[src/rtl/bw_pkg.sv]
package bw_pkg;
  localparam int STATE_W = 7;
  localparam int BEAT_W  = 8;
  // Feedback taps of the sequence generator; fixed by the whitening polynomial.
  localparam int TAP_LO  = 0;
  localparam int TAP_HI  = 3;

  typedef struct packed {
    logic take;  // accept an input beat this cycle
    logic load;  // preset state with the seed this cycle
    logic drop;  // held output is taken and nothing replaces it
  } bwStrobes_t;
endpackage

[src/rtl/bw_ctrl.sv]
module bw_ctrl
  import bw_pkg::*;
(
  input  logic       loadSeed,
  input  logic       inValid,
  input  logic       outValid,
  input  logic       outReady,
  output logic       inReady,
  output bwStrobes_t strobes
);
  logic slotFree;

  // The single output slot is free when empty or being emptied now.
  always_comb begin
    slotFree     = !outValid || outReady;
    inReady      = slotFree;
    strobes.take = inValid && slotFree;
    strobes.load = loadSeed;
    strobes.drop = outValid && outReady && !(inValid && slotFree);
  end
endmodule

[src/rtl/bw_datapath.sv]
module bw_datapath
  import bw_pkg::*;
#(
  parameter logic [STATE_W-1:0] SEED = '1
) (
  input  logic              clk,
  input  logic              rstN,
  input  bwStrobes_t        strobes,
  input  logic [BEAT_W-1:0] inData,
  output logic              outValid,
  output logic [BEAT_W-1:0] outData
);
  logic [STATE_W-1:0] stateQ;
  logic [STATE_W-1:0] chain [0:BEAT_W];
  logic [BEAT_W-1:0]  fbBits;
  logic [BEAT_W-1:0]  mixed;

  // A seed load in the same cycle as a beat starts that beat from the seed.
  assign chain[0] = strobes.load ? SEED : stateQ;

  for (genvar k = 0; k < BEAT_W; k++) begin : g_step
    assign fbBits[k]   = chain[k][TAP_HI] ^ chain[k][TAP_LO];
    assign chain[k+1]  = {fbBits[k], chain[k][STATE_W-1:1]};
    assign mixed[k]    = inData[k] ^ fbBits[k];
  end

  always_ff @(posedge clk) begin
    if (!rstN) begin
      stateQ   <= SEED;
      outValid <= 1'b0;
      outData  <= '0;
    end else if (strobes.take) begin
      stateQ   <= chain[BEAT_W];
      outData  <= mixed;
      outValid <= 1'b1;
    end else begin
      if (strobes.load) stateQ <= SEED;
      if (strobes.drop) outValid <= 1'b0;
    end
  end
endmodule

[src/rtl/bit_whitener.sv]
module bit_whitener
  import bw_pkg::*;
#(
  parameter logic [STATE_W-1:0] SEED = '1
) (
  input  logic              clk,
  input  logic              rstN,
  input  logic              loadSeed,
  input  logic              inValid,
  input  logic [BEAT_W-1:0] inData,
  output logic              inReady,
  output logic              outValid,
  output logic [BEAT_W-1:0] outData,
  input  logic              outReady
);
  bwStrobes_t strobes;

  bw_ctrl u_ctrl (
    .loadSeed(loadSeed),
    .inValid (inValid),
    .outValid(outValid),
    .outReady(outReady),
    .inReady (inReady),
    .strobes (strobes)
  );

  bw_datapath #(.SEED(SEED)) u_dp (
    .clk     (clk),
    .rstN    (rstN),
    .strobes (strobes),
    .inData  (inData),
    .outValid(outValid),
    .outData (outData)
  );
endmodule

[config.mk]
export PLATFORM = sky130hd
export DESIGN_NAME = bit_whitener
export DESIGN_NICKNAME = d
export VERILOG_FILES = /design/src/rtl/bw_pkg.sv /design/src/rtl/bw_ctrl.sv /design/src/rtl/bw_datapath.sv /design/src/rtl/bit_whitener.sv
export SDC_FILE = /design/constraint.sdc
export NUM_CORES = 1
export LEC_CHECK = 0
export BUFFER_PORTS_ARGS = -buffer_cell sky130_fd_sc_hd__buf_2
export CORE_MARGIN = 4
export CORE_UTILIZATION = 40
export CTS_CLUSTER_DIAMETER = 50
export DETAILED_ROUTE_END_ITERATION = 8
export SLEW_MARGIN = 20
export SYNTH_ARGS = -nofsm -noshare
export SYNTH_HDL_FRONTEND = slang
export SYNTH_HIERARCHICAL = 1
export SYNTH_SLANG_ARGS = --single-unit
[constraint.sdc]
create_clock -name clk -period 1.76 [get_ports clk]
set_input_delay 0 -clock clk [delete_from_list [all_inputs] [get_ports clk]]
set_output_delay 0 -clock clk [all_outputs]
set_load 0.05 [all_outputs]
==> out/qor.txt <==
CTS tree = done
DP Worst Slack = 0.4308 ns
Reg2Reg Depth = 4
commonest non-fill, non-tap cells in the layout = buf_2 (22), o21ai_0 (17), dfxtp_1 (15)
placed insts = 138
ANT cells = 0
CTS clock-pin slew for the worst setup and hold paths = 0.09 ns
port bufs = 22
I/O pin cnt = 23
first-pass GRT wire length = 2.870 mm
CTS Buffer Depth = 2
Worst EP arrival = 1.52 ns
die area = 0.002925 mm²
largest net degree at the start of global routing = 27
total wire length = 1.699 mm
worst-skew pair later-pin latency = 0.28 ns
Final ANT Viol Nets = 0
syn_area_per_cell = 8.758 µm²
slowest CP cell = dfxtp_2
via count = 752
Hold Path End = u_dp/outData[5]
reg2reg start = u_dp/outValid
Cell variety after synth = 25
power share of the clock group = 22.6%
CP cell instances = nand2b_4 -> and2_4 -> or3_1 -> a21bo_2
worst reg2reg endpoint = u_dp/stateQ[2]
critical path type = register to register
Starting Density = 42.87%
fin crit share = 76.48%
Core Region = 0.001982 mm²
Post-Syn Nets = 110
setup_tns = 0 ns
internal power = 554.8 µW
number of synthesized register bits = 16
CTS Buf Count = 3
commonest non-fill, non-tap cell in the layout = buf_2
Mapped Cells = 97
CP Capture Type = register
switch share = 32.94%
worst hold-check path type = primary input to register
M3 GR Usage = 2.770%
RSZ-0062 raised after global routing = no
mapped cell area = 849.6 µm²
min-delay src = inData[5]
post-route minimum period = 1.346 ns
Die Y-Extent = 54.09 µm
Max FO, Critical Path = 23
total grt overflow = 0
GR Util met2 = 21.17%
DP Wirelength = 1.143 mm
Least-Margin Pin Slew = 0.3799 ns
reg-to-reg slack, setup = 0.41 ns
switching pwr = 272.5 µW
Hold Crit Depth = 3
Final Max Tran Viols = 0
layout cells sized above 1 = 25.21%
gp weighted congestion = 0.6473
Synth Warn # = 6
vias per cell = 5.151
outcome = complete, no violations
Reg power frac = 49.9%
Leak = 0.0004370 µW
number of global-route vias before repair = 674
max_slew headroom = 74.68%
skew final = 0.001841 ns
total power draw = 827.3 µW
final setup fails = 0
Root Buffer = clkbuf_4
final hold vios = 0
crit path launch type = register
area added between synthesis and finish = 21.21%
Setup WS post-layout = 0.4139 ns
row cnt = 16
1st-iter DRT viols = 10
layout net count = 134
max_cap viols = 0
Sink Count = 16
Non-Filler Instances = 146
power per cell area = 803.4 mW/mm²
GR Util All Layers = 13.38%
Routed WL per cell = 11.64 µm
H-tree depth = 1
Largest stage delay, worst path = 0.38 ns
GR Util met1 = 17.31%
WP data required = 1.94 ns
Post-route DRC = 0
VDD IR max = 0.4677 mV
register area share after synthesis = 37.70%
antenna violations before repair = 0
die width = 54.09 µm
drt first pass iters = 4
fmax = 742.9 MHz
combinational power share = 27.5%
most used routing layer = met2
==> Yosys cell counts (all sizes together) <==
| library cell | n | area, µm² |
|---|---|---|
| xor3 | 3 | 71.32 |
| nand2 | 1 | 3.750 |
| a21bo | 1 | 10.01 |
| buf | 4 | 22.52 |
| nor3 | 3 | 15.01 |
| a21oi | 1 | 5.000 |
| clkbuf | 4 | 15.01 |
| dfxtp | 16 | 320.3 |
| or3 | 6 | 37.54 |
| a21boi | 1 | 7.510 |
| a211oi | 1 | 7.510 |
| o2111ai | 3 | 26.28 |
| inv | 4 | 15.01 |
| xnor2 | 5 | 43.79 |
| nand2b | 2 | 20.02 |
| o21ai | 17 | 85.08 |
| or2 | 1 | 6.260 |
| o21a | 2 | 15.01 |
| a31oi | 5 | 31.28 |
| o311ai | 3 | 26.28 |
| nand3 | 6 | 30.03 |
| nor2 | 7 | 26.28 |
| and2 | 1 | 8.760 |
==> power by group through the flow <==
| stage | registers (µW) | logic [µW] | clock network (µW) |
|---|---|---|---|
| finish | 413 | 227 | 187 |
| global route | 417 | 250 | 214 |
| CTS | 414 | 229 | 202 |
| detailed placement | 422 | 220 | 0 |
| global placement | 421 | 218 | 0 |
| floorplan | 479 | 115 | 0 |
==> worst max-delay path by stage <==
stage	from	to	slack, ns	depth (start not counted)
detailed placement	u_dp/outValid	u_dp/stateQ[2]	0.43	4
floorplan	u_dp/outValid	u_dp/stateQ[2]	0.19	4
global route	u_dp/stateQ[4]	u_dp/outData[4]	0.32	3
CTS	u_dp/outValid	u_dp/stateQ[2]	0.41	4
global placement	u_dp/outValid	u_dp/stateQ[2]	0.44	4
finish	u_dp/outValid	u_dp/stateQ[2]	0.41	4
==> final cells by class <==
| class | count | area (µm²) |
|---|---|---|
| flip-flops and latches | 16 | 321.6 |
| multi-input cells | 69 | 476.7 |
| repair buffers | 27 | 160.2 |
| clock buffers | 3 | 22.52 |
| well taps | 27 | 33.78 |
| inverters | 4 | 15.01 |
| fillers | 192 | 952.2 |
==> timing repair <==
action,4_1_cts,5_1_grt
endpoints found under the hold margin,5,0
setup buffers,0,0
hold buffers,5,0
resized for setup,0,0
==> critical path, delay by kind of cell (launching register included) <==
family           cells  cell delay [ns]
AND/OR/NAND/NOR      3             0.66
AO/OA/AOI/OAI        1             0.21
flip-flops           1             0.38
==> sequential cells by signal, summed over array words and instances, names as in the netlist <==
signal / flops
u_dp/outValid: 1
u_dp/outData: 8
u_dp/stateQ: 7
==> layer usage <==
metal / part of all wire (%) / vias up
met2: 41 / 17
met3: 7.2 / 2
met1: 52 / 335
li1: - / 398
met4: 0.59 / 0
met5: 0 / -
==> cells by family after synthesis <==
kind of cell	count (synthesis)	synth area share (%)
compound gates	34	25.18
simple gates	27	17.38
flops	16	37.70
buf+inv	12	6.184
xor+xnor	8	13.55
==> through the flow <==
stage               area, µm²  utilization (%)  hold slack [ns]
floorplan               850.8                -           0.1732
global placement        957.2            48.30           0.2897
detailed placement      957.2            48.30           0.2952
CTS                      1030            51.96          0.01459
global route             1030            51.96          0.03056
finish                   1030            51.96          0.02640
Note: power is estimated with default switching activity, not from simulation.
